===== config.mk =====
export PLATFORM = sky130hd
export DESIGN_NAME = stackPtrUnit
export DESIGN_NICKNAME = d
export VERILOG_FILES = /design/src/rtl/stackPkg.sv /design/src/rtl/stackControl.sv /design/src/rtl/stackDatapath.sv /design/src/rtl/stackPtrUnit.sv
export SDC_FILE = /design/constraint.sdc
export NUM_CORES = 1
export LEC_CHECK = 0
export ABC_CLOCK_PERIOD_IN_PS = 3900
export BUFFER_PORTS_ARGS = -buffer_cell sky130_fd_sc_hd__buf_2
export CAP_MARGIN = 20
export CORE_ASPECT_RATIO = 0.7
export CORE_UTILIZATION = 50
export CTS_BUF_LIST = sky130_fd_sc_hd__clkbuf_4 sky130_fd_sc_hd__clkbuf_8
export DETAILED_ROUTE_END_ITERATION = 7
export GPL_ROUTABILITY_DRIVEN = 0
export PLACE_DENSITY = 0.79
export SYNTH_ARGS = -nofsm -noshare
export SYNTH_HDL_FRONTEND = slang
export SYNTH_SLANG_ARGS = --single-unit

===== constraint.sdc =====
create_clock -name clk -period 3.9 [get_ports clk]
set_clock_uncertainty 0.15 [all_clocks]
set_input_delay 0.78 -clock clk [delete_from_list [all_inputs] [get_ports clk]]
set_output_delay 0.78 -clock clk [all_outputs]
set_load 0.01 [all_outputs]

===== src/rtl/stackPkg.sv =====
package stackPkg;
  typedef enum logic [2:0] {
    OP_NONE = 3'd0,
    OP_PUSH = 3'd1,
    OP_POP  = 3'd2,
    OP_CALL = 3'd3,
    OP_RET  = 3'd4,
    OP_INT  = 3'd5,
    OP_IRET = 3'd6,
    OP_RSP  = 3'd7
  } stackOpE;

  localparam logic [2:0] SLOT_PCL  = 3'd0;
  localparam logic [2:0] SLOT_PCH  = 3'd1;
  localparam logic [2:0] SLOT_X    = 3'd2;
  localparam logic [2:0] SLOT_A    = 3'd3;
  localparam logic [2:0] SLOT_CC   = 3'd4;
  localparam logic [2:0] SLOT_DATA = 3'd5;
  localparam int         NSLOT     = 8;

  typedef struct packed {
    logic       loadCtx;
    logic       rstSp;
    logic       wrLo;
    logic       stepDn;
    logic       stepUp;
    logic       rdMode;
    logic [2:0] slot;
  } spCtrlS;
endpackage


===== src/rtl/stackControl.sv =====
module stackControl
  import stackPkg::*;
(
  input  logic       clk,
  input  logic       rstN,
  input  logic [2:0] opCode,
  input  logic       spLoWr,
  input  logic       memDone,
  output spCtrlS     ctrl,
  output logic       busy,
  output logic       memWe,
  output logic       memRe
);
  logic       busyQ;
  logic       rdModeQ;
  logic [2:0] slotQ;
  logic [2:0] remainQ;
  logic       accept;
  logic       startRd;
  logic [2:0] startSlot;
  logic [2:0] startRemain;

  always_comb begin
    accept      = 1'b0;
    startRd     = 1'b0;
    startSlot   = SLOT_DATA;
    startRemain = 3'd0;
    if (!busyQ) begin
      unique case (opCode)
        OP_PUSH: begin accept = 1'b1; end
        OP_POP:  begin accept = 1'b1; startRd = 1'b1; end
        OP_CALL: begin accept = 1'b1; startSlot = SLOT_PCL; startRemain = 3'd1; end
        OP_RET:  begin accept = 1'b1; startRd = 1'b1; startSlot = SLOT_PCH; startRemain = 3'd1; end
        OP_INT:  begin accept = 1'b1; startSlot = SLOT_PCL; startRemain = 3'd4; end
        OP_IRET: begin accept = 1'b1; startRd = 1'b1; startSlot = SLOT_CC; startRemain = 3'd4; end
        default: ;
      endcase
    end
  end

  always_comb begin
    ctrl.loadCtx = accept;
    ctrl.rstSp   = !busyQ && (opCode == OP_RSP);
    ctrl.wrLo    = !busyQ && spLoWr && (opCode == OP_NONE);
    ctrl.stepDn  = busyQ && !rdModeQ && memDone;
    ctrl.stepUp  = busyQ && rdModeQ && memDone;
    ctrl.rdMode  = rdModeQ;
    ctrl.slot    = slotQ;
  end

  assign busy  = busyQ;
  assign memWe = busyQ && !rdModeQ;
  assign memRe = busyQ && rdModeQ;

  always_ff @(posedge clk) begin
    if (!rstN) begin
      busyQ   <= 1'b0;
      rdModeQ <= 1'b0;
      slotQ   <= SLOT_DATA;
      remainQ <= 3'd0;
    end else if (accept) begin
      busyQ   <= 1'b1;
      rdModeQ <= startRd;
      slotQ   <= startSlot;
      remainQ <= startRemain;
    end else if (busyQ && memDone) begin
      if (remainQ == 3'd0) begin
        busyQ <= 1'b0;
      end else begin
        remainQ <= remainQ - 3'd1;
        slotQ   <= rdModeQ ? slotQ - 3'd1 : slotQ + 3'd1;
      end
    end
  end
endmodule


===== src/rtl/stackDatapath.sv =====
module stackDatapath
  import stackPkg::*;
#(
  parameter int              PTR_W     = 16,
  parameter int              DATA_W    = 8,
  parameter int              WIN_BITS  = 7,
  parameter logic [PTR_W-1:0] STACK_TOP = 16'h01FF
) (
  input  logic              clk,
  input  logic              rstN,
  input  spCtrlS            ctrl,
  input  logic [DATA_W-1:0] pushData,
  input  logic [PTR_W-1:0]  pcIn,
  input  logic [DATA_W-1:0] xIn,
  input  logic [DATA_W-1:0] aIn,
  input  logic [DATA_W-1:0] ccIn,
  input  logic [DATA_W-1:0] spLoWdata,
  input  logic [DATA_W-1:0] memRdata,
  output logic [PTR_W-1:0]  sp,
  output logic [PTR_W-1:0]  memAddr,
  output logic [DATA_W-1:0] memWdata,
  output logic              popValid,
  output logic [DATA_W-1:0] popData,
  output logic [2:0]        popDest
);
  localparam int                 FIX_W   = PTR_W - WIN_BITS;
  localparam logic [FIX_W-1:0]   FIXED   = STACK_TOP[PTR_W-1:WIN_BITS];
  localparam logic [WIN_BITS-1:0] PTR_RST = STACK_TOP[WIN_BITS-1:0];
  localparam logic [WIN_BITS-1:0] ONE     = 1;

  logic [WIN_BITS-1:0] ptr;
  logic [WIN_BITS-1:0] ptrUp;
  logic [WIN_BITS-1:0] ptrDn;
  logic [DATA_W-1:0]   ctxIn [NSLOT];
  logic [DATA_W-1:0]   ctx   [NSLOT];

  assign ptrUp = ptr + ONE;
  assign ptrDn = ptr - ONE;
  assign sp    = {FIXED, ptr};

  always_comb begin
    for (int i = 0; i < NSLOT; i++) ctxIn[i] = '0;
    ctxIn[SLOT_PCL]  = pcIn[DATA_W-1:0];
    ctxIn[SLOT_PCH]  = pcIn[2*DATA_W-1:DATA_W];
    ctxIn[SLOT_X]    = xIn;
    ctxIn[SLOT_A]    = aIn;
    ctxIn[SLOT_CC]   = ccIn;
    ctxIn[SLOT_DATA] = pushData;
  end

  for (genvar g = 0; g < NSLOT; g++) begin : gCtx
    always_ff @(posedge clk) begin
      if (!rstN)             ctx[g] <= '0;
      else if (ctrl.loadCtx) ctx[g] <= ctxIn[g];
    end
  end

  assign memAddr  = ctrl.rdMode ? {FIXED, ptrUp} : sp;
  assign memWdata = ctx[ctrl.slot];

  always_ff @(posedge clk) begin
    if (!rstN) begin
      ptr <= PTR_RST;
    end else if (ctrl.rstSp) begin
      ptr <= PTR_RST;
    end else if (ctrl.wrLo) begin
      ptr <= spLoWdata[WIN_BITS-1:0];
    end else if (ctrl.stepDn) begin
      ptr <= ptrDn;
    end else if (ctrl.stepUp) begin
      ptr <= ptrUp;
    end
  end

  always_ff @(posedge clk) begin
    if (!rstN) begin
      popValid <= 1'b0;
      popData  <= '0;
      popDest  <= '0;
    end else begin
      popValid <= ctrl.stepUp;
      if (ctrl.stepUp) begin
        popData <= memRdata;
        popDest <= ctrl.slot;
      end
    end
  end
endmodule


===== src/rtl/stackPtrUnit.sv =====
module stackPtrUnit
  import stackPkg::*;
#(
  parameter int              PTR_W     = 16,
  parameter int              DATA_W    = 8,
  parameter int              WIN_BITS  = 7,
  parameter logic [PTR_W-1:0] STACK_TOP = 16'h01FF
) (
  input  logic              clk,
  input  logic              rstN,
  input  logic [2:0]        opCode,
  input  logic [DATA_W-1:0] pushData,
  input  logic [PTR_W-1:0]  pcIn,
  input  logic [DATA_W-1:0] xIn,
  input  logic [DATA_W-1:0] aIn,
  input  logic [DATA_W-1:0] ccIn,
  input  logic              spLoWr,
  input  logic [DATA_W-1:0] spLoWdata,
  output logic [DATA_W-1:0] spLo,
  output logic [PTR_W-1:0]  sp,
  output logic              busy,
  output logic [PTR_W-1:0]  memAddr,
  output logic [DATA_W-1:0] memWdata,
  output logic              memWe,
  output logic              memRe,
  input  logic              memDone,
  input  logic [DATA_W-1:0] memRdata,
  output logic              popValid,
  output logic [DATA_W-1:0] popData,
  output logic [2:0]        popDest
);
  spCtrlS ctrl;

  stackControl uCtrl (
    .clk     (clk),
    .rstN    (rstN),
    .opCode  (opCode),
    .spLoWr  (spLoWr),
    .memDone (memDone),
    .ctrl    (ctrl),
    .busy    (busy),
    .memWe   (memWe),
    .memRe   (memRe)
  );

  stackDatapath #(
    .PTR_W     (PTR_W),
    .DATA_W    (DATA_W),
    .WIN_BITS  (WIN_BITS),
    .STACK_TOP (STACK_TOP)
  ) uPath (
    .clk       (clk),
    .rstN      (rstN),
    .ctrl      (ctrl),
    .pushData  (pushData),
    .pcIn      (pcIn),
    .xIn       (xIn),
    .aIn       (aIn),
    .ccIn      (ccIn),
    .spLoWdata (spLoWdata),
    .memRdata  (memRdata),
    .sp        (sp),
    .memAddr   (memAddr),
    .memWdata  (memWdata),
    .popValid  (popValid),
    .popData   (popData),
    .popDest   (popDest)
  );

  assign spLo = sp[DATA_W-1:0];
endmodule


# Yosys cells after proc, flatten, opt, wreduce, memory -nomap -nowiden

Memories as Yosys holds them, arrays and structs flattened. A register that Yosys moved wholly into a read port is not among the register bits.
Cells that the tools add are included.

ROM bits: 0
Bits in writable memories: 64
Input bits: 71
Bits in latches: 0
Bits in registers: 27
Memories: 1
Word-level logic and storage cells: 90

Multiply operators: 0
Add/subtract/negate cells: 5
Magnitude comparators: 0
Bitwise operators: 9
Equality and inequality tests: 8
Muxes and demuxes: 36
Reduce and logical (&&, ||, !) cells: 23
Div/mod/pow operators: 0
Shift-type cells: 0

Memories:

| memory    | words | width | read ports | clocked after memory_dff | write ports | line                | RTL |
|---|---|---|---|---|---|---|---|
| uPath.ctx | 8     | 8     | 1          | 1                        | 8           | stackDatapath.sv:35 | `logic [DATA_W-1:0] ctx [NSLOT];` |

Operator list:

| operator            | count |
|---|---|
| $mux 8              | 8 |
| $mux 3              | 11 |
| $mux 7              | 4 |
| $eq 3x3->1 const B  | 4 |
| $mux 1              | 11 |
| $pmux 3 s3          | 1 |
| $logic_and 1x1->1   | 8 |
| $or 1x1->1          | 8 |
| $reduce_or 2->1     | 4 |
| $add 7x1->7 const B | 1 |
| $sub 7x1->7 const B | 1 |
| $eq 3x2->1 const B  | 2 |
| $logic_not 3->1     | 2 |
| $pmux 3 s2          | 1 |
| $reduce_or 6->1     | 1 |
| $sub 3x1->3 const B | 2 |
| $reduce_and 2->1    | 2 |
| $reduce_bool 2->1   | 2 |
| $add 3x1->3 const B | 1 |
| $eq 3x1->1 const B  | 1 |
| $reduce_bool 3->1   | 1 |
| $reduce_or 3->1     | 1 |
| $logic_not 1->1     | 2 |
| $ne 2x1->1 const B  | 1 |
| $not 1->1           | 1 |

# Logic depth before layout (Yosys ltp)

Gate-level depths: netlist of run 1.

Depth in word-level cells: 8
Depth in mapped cells: 7
Gate-level depth less buffers: 6

# By module

From an unflattened synthesis of run 1, not the netlist that was laid out.

Cells, all modules: 361
Area total of the unflattened synthesis: 4,041.4 µm²

Modules (own cells, without submodules):

| module        | cells each | sequential area each (µm²) | area an instance (µm²) | instances |
|---|---|---|---|---|
| stackDatapath | 276        | 1,821.7                    | 3,333.2                | 1 |
| stackControl  | 77         | 160.2                      | 648.1                  | 1 |
| stackPtrUnit  | 8          | 0.0                        | 60.1                   | 1 |

# Worst setup path after synthesis of run 1

Ideal clock, no wire load.

Path type: in2reg
Start: input port opCode[2]
End: memory uPath.ctx[0][0] (enable)
Data required time: 3.334 ns
Stages on the path: 3
Setup time: 0.416 ns
Arrival: 2.592 ns
Path slack: 0.742 ns
Path buffers: 0
Path through: and3_1 nor3_1 nand2b_1

RTL lines:

| what               | line                | RTL |
|---|---|---|
| start: declaration | stackPtrUnit.sv:11  | `input logic [2:0] opCode,` |
| end: declaration   | stackDatapath.sv:35 |  |

==> summary.md, run 1 <==
| Metric | Value |
|---|---|
| Status | `complete, no violations` |
| Clk slew on worst S/H paths | `80 ps` |
| Count of state elements after synthesis | `78` |
| Top cells by area, synth | `edfxtp_1, dfxtp_1, and3_1` |
| Max-cap viol count | `0` |
| Vias/cell | `5.346` |
| Fraction of met3 tracks used by global routing | `7.143%` |
| Num CTS Buffers | `9` |
| Leak Pwr | `0.002187 uW` |
| Port bufs | `113` |
| DRC | `0` |
| Nets | `545` |
| YS warnings | `0` |
| CTS tree | `yes` |
| Final Util | `60.40%` |
| Clock latency on the worst-skew pair | `350 ps` |
| Max-slew violation count | `0` |
| FF-to-FF Start | `uCtrl.busy` |
| Startpoint types | `flip-flop` |
| Vias in the first global route | `2737` |
| Setup TNS | `0 ps` |
| Combinational fraction of design power | `18.7%` |
| DIE WIDTH | `109.6 um` |
| RSZ-0062 raised after global routing | `no` |
| WS Path Type | `flip-flop to output port` |
| First-pass GRT wire length | `13130 um` |
| Antenna Diode Count | `0` |
| Initial antenna violation count | `0` |
| Post-synth EDFFs | `48` |
| Post-Syn Area | `4054 um^2` |
| Cell taking the most area after synthesis | `edfxtp_1` |
| Layout cells sized above 1 | `32.70%` |
| Area grow syn2layout | `17.28%` |
| Most frequent cells in the layout | `buf_2, and3_1, edfxtp_1` |
| GRT busiest layer | `met2` |
| F_max | `326.5 MHz` |
| Asr flop ratio synth | `0%` |
| Post-route minimum period | `3063 ps` |
| Switching share of power | `27.76%` |
| CP max FO | `12` |
| Hold path start | `uPath.popData[4]` |
| M1 GR Usage | `29.42%` |
| Power Internal | `1529 uW` |
| DP HPWL | `5913 um` |
| Worst EP arrival | `2130 ps` |
| CTS Root Buffer Type | `clkbuf_8` |
| Final setup viols | `0` |
| Grt ovf | `0` |
| Routed Antenna Nets | `0` |
| Relative max-transition margin | `48.44%` |
| Clock power frac | `32.8%` |
| Wire per inst | `15.11 um` |
| Reg power frac | `48.5%` |
| First-pass iteration count of the detailed router | `4` |
| Core Box Area | `7871 um^2` |
| Total wire length | `8690 um` |
| Synth Instances | `378` |
| H-Tree Depth | `3` |
| CP Capture Type | `output port` |
| Final Hold Viols | `0` |
| Largest net degree at the start of global routing | `59` |
| Post-CTS sizing | `0` |
| Initial Util | `51.50%` |
| Die area | `8477 um^2` |
| Sink Count | `78` |
| Post-CTS setup buffers | `0` |
| Worst hold path class | `flip-flop to flip-flop` |
| Gr usage total | `20.35%` |
| Dominant synthesized flop cell | `edfxtp_1` |
| Buffers from clock root to sink, at most | `2` |
| Synth Area per Inst | `10.72 um^2` |
| Vias post-DR | `3074` |
| Ports | `134` |
| Tcrit/Tclk final | `78.53%` |
| Worst Path Required | `2970 ps` |
| Die H | `77.34 um` |
| Sw power | `587.6 uW` |
| Commonest non-fill, non-tap cell in the layout | `buf_2` |
| Cell Pwr Density | `445.2 nW/um^2` |
| Synth top area share | `35.56%` |
| Worst VDD drop | `0.2668 mV` |
| # hold bufs at CTS | `0` |
| Core Rows | `27` |
| Seq/Total Area, Yosys | `50.37%` |
| Initial DRC count | `252` |
| Synth unique cells | `56` |
| M2 GR Usage | `30.06%` |
| Least-Margin Pin Slew | `772.3 ps` |
## final cells by class
type / count / area (um^2)
inverter: 16 / 60.06
multi-input combinational: 247 / 1700
clock buffer: 10 / 137.6
tap: 101 / 126.4
fill: 684 / 3117
timing repair buffer: 117 / 595.6
sequential: 78 / 2042
clock inverter: 6 / 92.59
## routing by layer
| metal | share of wire, % | vias to the layer above |
|---|---|---|
| met5 | 0 | - |
| met4 | 0.22 | 0 |
| met3 | 8.3 | 4 |
| met2 | 45 | 121 |
| met1 | 46 | 1440 |
| li1 | - | 1509 |
## critical path, stage by stage (launching register included)
cell and delay [ps]:
dfxtp_1 830, mux4_2 580, inv_1 100, o22ai_1 100, buf_2 170
## synth_stat cells, types with 2 or more instances
cell and n:
nand3_1 2, o22ai_1 11, o211a_1 2, dfxtp_1 30
xor2_1 2, a221o_1 3, clkbuf_1 16, nor3_1 2
nand4_1 2, o211ai_1 3, ha_1 4, edfxtp_1 48
mux4_2 8, buf_2 9, o2111ai_1 2, a21oi_1 22
and3_1 49, and2_1 4, nand2b_1 3, nor2_1 12
buf_4 27, xnor2_1 10, a2bb2oi_1 2, o21ai_0 10
mux2i_1 10, nor2b_1 2, inv_1 16, nand2_1 38
conb_1 2
## stage by stage
| stage | hold slack [ps] | power [uW] | worst slack [ps] | instances | cell area [um^2] |
|---|---|---|---|---|---|
| 3_3_place_gp | 289.5 | 1426 | 1137 | 559 | 4524 |
| 6_report | 309.8 | 2117 | 837.2 | 575 | 4755 |
| 4_1_cts | 309.7 | 2130 | 788.3 | 575 | 4755 |
| 3_5_place_dp | 295.9 | 1439 | 1041 | 559 | 4524 |
| 5_1_grt | 326.5 | 2215 | 680.3 | 575 | 4755 |
| 2_1_floorplan | 295.4 | 1324 | 742.2 | 395 | 4118 |
## final timing paths
path | to | slack (ps) | cells past startpoint
worst min register to register | uPath.popData[4] | 310 | 2
worst min-delay path | uPath.popData[4] | 310 | 2
worst max register to register | uPath.popData[2] | 1420 | 4
worst max-delay path | memWdata[1] | 840 | 4
## logic make-up after synthesis
group	count (synthesis)	synth area share, %
AO/OA/AOI/OAI	69	12.01
flip-flops	78	50.37
adder cells (fa/ha/maj)	5	1.728
XOR/XNOR	12	2.593
buffers and inverters	70	9.444
other	2	0.1853
multiplexers	19	7.191
AND/OR/NAND/NOR	123	16.48
## registers in the layout (all words and copies together), names as in the netlist, named ones only
signal / count
uPath.ptr: 7
uPath.popValid: 1
uCtrl.rdModeQ: 1
uCtrl.slotQ: 3
uCtrl.busy: 1
uPath.popData: 8
uPath.popDest: 3
uPath.ctx: 48
uCtrl.remainQ: 3
## power groups by stage
stage	registers, uW	logic (uW)	clock network, uW
after global placement	1040	385	0
after global routing	1040	433	744
after CTS	1030	397	706
final	1030	396	694
after floorplan	1010	310	0
after detailed placement	1050	394	0
Note: power is estimated with default switching activity, not from simulation.
==> run 2: changes to the inputs <==
Settings changed: ABC_AREA set to 1, ABC_CLOCK_PERIOD_IN_PS 3900 to 2700, CORE_UTILIZATION 50 to 48.
Clock period 3.9 ns to 2.7 ns, I/O delays scaled along.
==> run 2 against run 1 <==
Effect of this change: combinational power up 99%; cell count up 29%; synthesized area up 3.5%; die area up 7.6%; worst setup slack worse by 650 ps; sequential power up 46%; routed wire length up 4.5%; final area up 4.6%; clock power up 22%; flip-flop and latch count unchanged; via count up 16%; critical endpoint is now memWdata[4]; highest routed layer unchanged.
==> summary.md, run 2 <==
| Metric | Value |
|---|---|
| Ports | `134` |
| Clk slew on worst S/H paths | `90 ps` |
| Largest stage delay on the critical path | `460 ps` |
| CP Capture Type | `output port` |
| YS warnings | `0` |
| Top cells by count, synth | `inv_1, nor2_1, nand2_1, edfxtp_1, o21ai_0` |
| Max-slew violation count | `0` |
| Post-Synth Adder-Cell Area | `1.670%` |
| Dominant synthesized flop cell | `edfxtp_1` |
| Largest regs | `uPath.ctx (48), uPath.popData (8), uPath.ptr (7)` |
| Largest net degree at the start of global routing | `49` |
| Commonest non-fill, non-tap cell in the layout | `buf_2` |
| Least-Margin Pin Slew | `532.9 ps` |
| Synth top area share | `34.36%` |
| Largest Register | `uPath.ctx` |
| CTS Root Buffer Type | `clkbuf_8` |
| Initial DRC count | `189` |
| RSZ-0062 raised after global routing | `no` |
| Most frequent cells in the layout | `buf_2, inv_1, nor2_1` |
| Startpoint types | `flip-flop` |
| Synth Instances | `511` |
| Setup TNS | `0 ps` |
| H-Tree Depth | `3` |
| Post-Place Cells | `724` |
| Final Hold Viols | `0` |
| Area share of and/or/nand/nor cells after synthesis | `20.28%` |
| Power Total | `3134 uW` |
| Post-route minimum period | `2513 ps` |
| First-pass GRT wire length | `14200 um` |
| CP max FO | `17` |
| Port bufs | `113` |
| Vias/cell | `4.786` |
| Max-cap viol count | `0` |
| Buffers from clock root to sink, at most | `2` |
| Mux contribution to synthesized area | `1.909%` |
| Status | `complete, no violations` |
| Die area | `9124 um^2` |
| CP Cell Sequence | `buf_4 -> o21ai_0 -> o22ai_1 -> nand2_1 -> nand2_1 -> buf_2` |
| Largest register FFs | `48` |
| DIE WIDTH | `113.7 um` |
| Core Box Area | `8478 um^2` |
| Total wire length | `9084 um` |
| Sink Count | `78` |
| Worst EP arrival | `1820 ps` |
| Die H | `80.22 um` |
| Largest delay share family, worst path | `flip-flops` |
| Grt ovf | `0` |
| CP most frequent cell | `nand2_1` |
| Routed Antenna Nets | `0` |
| Initial antenna violation count | `0` |
| DRC | `0` |
| Final setup viols | `0` |
| Worst VDD drop | `0.3008 mV` |
| DP HPWL | `6565 um` |
| Slowest-stage cell, CP | `dfxtp_2` |
| Cell with the most instances after synthesis | `inv_1` |
| WS Path Type | `flip-flop to output port` |
| Vias in the first global route | `3141` |
| Seq/Total Area, Yosys | `48.67%` |
| Core Rows | `28` |
| Synth unique cells | `35` |
| Compound-gate portion of the synthesized area | `11.15%` |
| Leak Pwr | `0.002597 uW` |
| Nets | `694` |
| Synth Area per Inst | `8.210 um^2` |
| Asr flop ratio synth | `0%` |
| Count of state elements after synthesis | `78` |
| Worst hold path class | `input pin to flip-flop` |
| First-pass iteration count of the detailed router | `5` |
| Wire per inst | `12.23 um` |
| Gr usage total | `19.90%` |
| Post-Syn Area | `4195 um^2` |
| Antenna Diode Count | `0` |
| Relative max-transition margin | `64.42%` |
| Area grow syn2layout | `18.58%` |
| Tcrit/Tclk final | `93.06%` |
| Largest family of logic cells by synthesized area | `simple AND/OR/NAND/NOR gates` |
| Top cells by area, synth | `edfxtp_1, dfxtp_1, inv_1` |
| CTS tree | `yes` |
| Clock latency on the worst-skew pair | `360 ps` |
| # hold bufs at CTS | `0` |
| Num CTS Buffers | `9` |
| F_max | `398.0 MHz` |
| Vias post-DR | `3556` |
| Post-synth EDFFs | `48` |
| Initial Util | `49.48%` |
| XOR/XNOR Fraction of Synth Area | `1.253%` |
| Cell Pwr Density | `630.0 nW/um^2` |
| Final cell count without fillers | `743` |
| Worst Path Required | `2010 ps` |
| Worst path bufs/invs | `2` |
| Layout cells sized above 1 | `26.97%` |
| Cell taking the most area after synthesis | `edfxtp_1` |
==> run 2: cell types whose count changed in the layout (fill, tap and decap cells not counted), moves of 5 or more <==
| cell | previous run | this run |
|---|---|---|
| nand2_2 | 0 | 5 |
| nand3_1 | 2 | 20 |
| nor2_1 | 12 | 77 |
| and3_1 | 49 | 0 |
| a21oi_1 | 22 | 10 |
| inv_1 | 16 | 82 |
| nand2_1 | 38 | 73 |
| nor2_2 | 1 | 12 |
| xnor2_1 | 10 | 3 |
| o21ai_0 | 10 | 44 |
| mux4_2 | 8 | 0 |
| o21a_1 | 1 | 9 |
==> run 2: through the flow <==
| step | setup WS [ps] | hold WS, ps | util (%) | instance area, um^2 |
|---|---|---|---|---|
| after global placement | 492.9 | 304.1 | 56.11 | 4757 |
| final | 187.4 | 258.3 | 58.68 | 4975 |
| after CTS | 86.94 | 247.0 | 58.32 | 4945 |
| after detailed placement | 481.2 | 317.0 | 56.11 | 4757 |
| after floorplan | 111.1 | 293.7 | - | 4259 |
| after global routing | 42.55 | 260.2 | 58.68 | 4975 |
==> run 2: timing repair <==
item / CTS / global route
resized for setup: 0 / 3
endpoints found under the setup margin: 0 / 8
hold endpoints to repair: 0 / 0
setup buffers: 0 / 3
==> run 2: worst paths after layout <==
path                                        from  slack, ps          endpoint  cells after the start
worst min-delay path                 memRdata[5]        260  uPath.popData[5]                      3
worst max-delay path                   flip-flop        190       memWdata[4]                      6
worst min register to register  uPath.popDest[2]        320  uPath.popDest[2]                      2
worst max register to register      uPath.ptr[0]        880      uPath.ptr[4]                      8
==> run 2: cell families (layout without fill, tap and decap cells) <==
logic type,Yosys count,after routing
AO/OA/AOI/OAI,83,83
XOR/XNOR,6,6
adder cells (fa/ha/maj),5,5
buffers and inverters,132,227
flip-flops,78,78
multiplexers,8,8
other,2,19
AND/OR/NAND/NOR,197,197
==> run 2: cell type report <==
| type | instances | area, um^2 |
|---|---|---|
| clock inverters | 7 | 63.81 |
| repair buffers | 122 | 658.1 |
| well taps | 120 | 150.1 |
| multi-input cells | 318 | 1598 |
| inverters | 89 | 337.8 |
| fillers | 800 | 3503 |
| flip-flops and latches | 78 | 2043 |
| clock buffers | 9 | 123.9 |
==> run 2: power breakdown <==
part	internal [uW]	switching, uW	total, uW
sequential	1420	83.0	1500
combinational	310	478	788
clock	355	492	847
==> run 2: tightest hold or removal path: stages <==
cell    delay, ps
buf_2          80
nor2_1         30
nor2_1         80
==> run 2: layer usage <==
layer	GRT usage (%)	wire length [um]	vias to the layer above
met5	0	0	-
met4	4.737	65	0
met3	5.585	741	6
met2	31.65	4052	155
met1	26.84	4224	1602
li1	-	-	1793
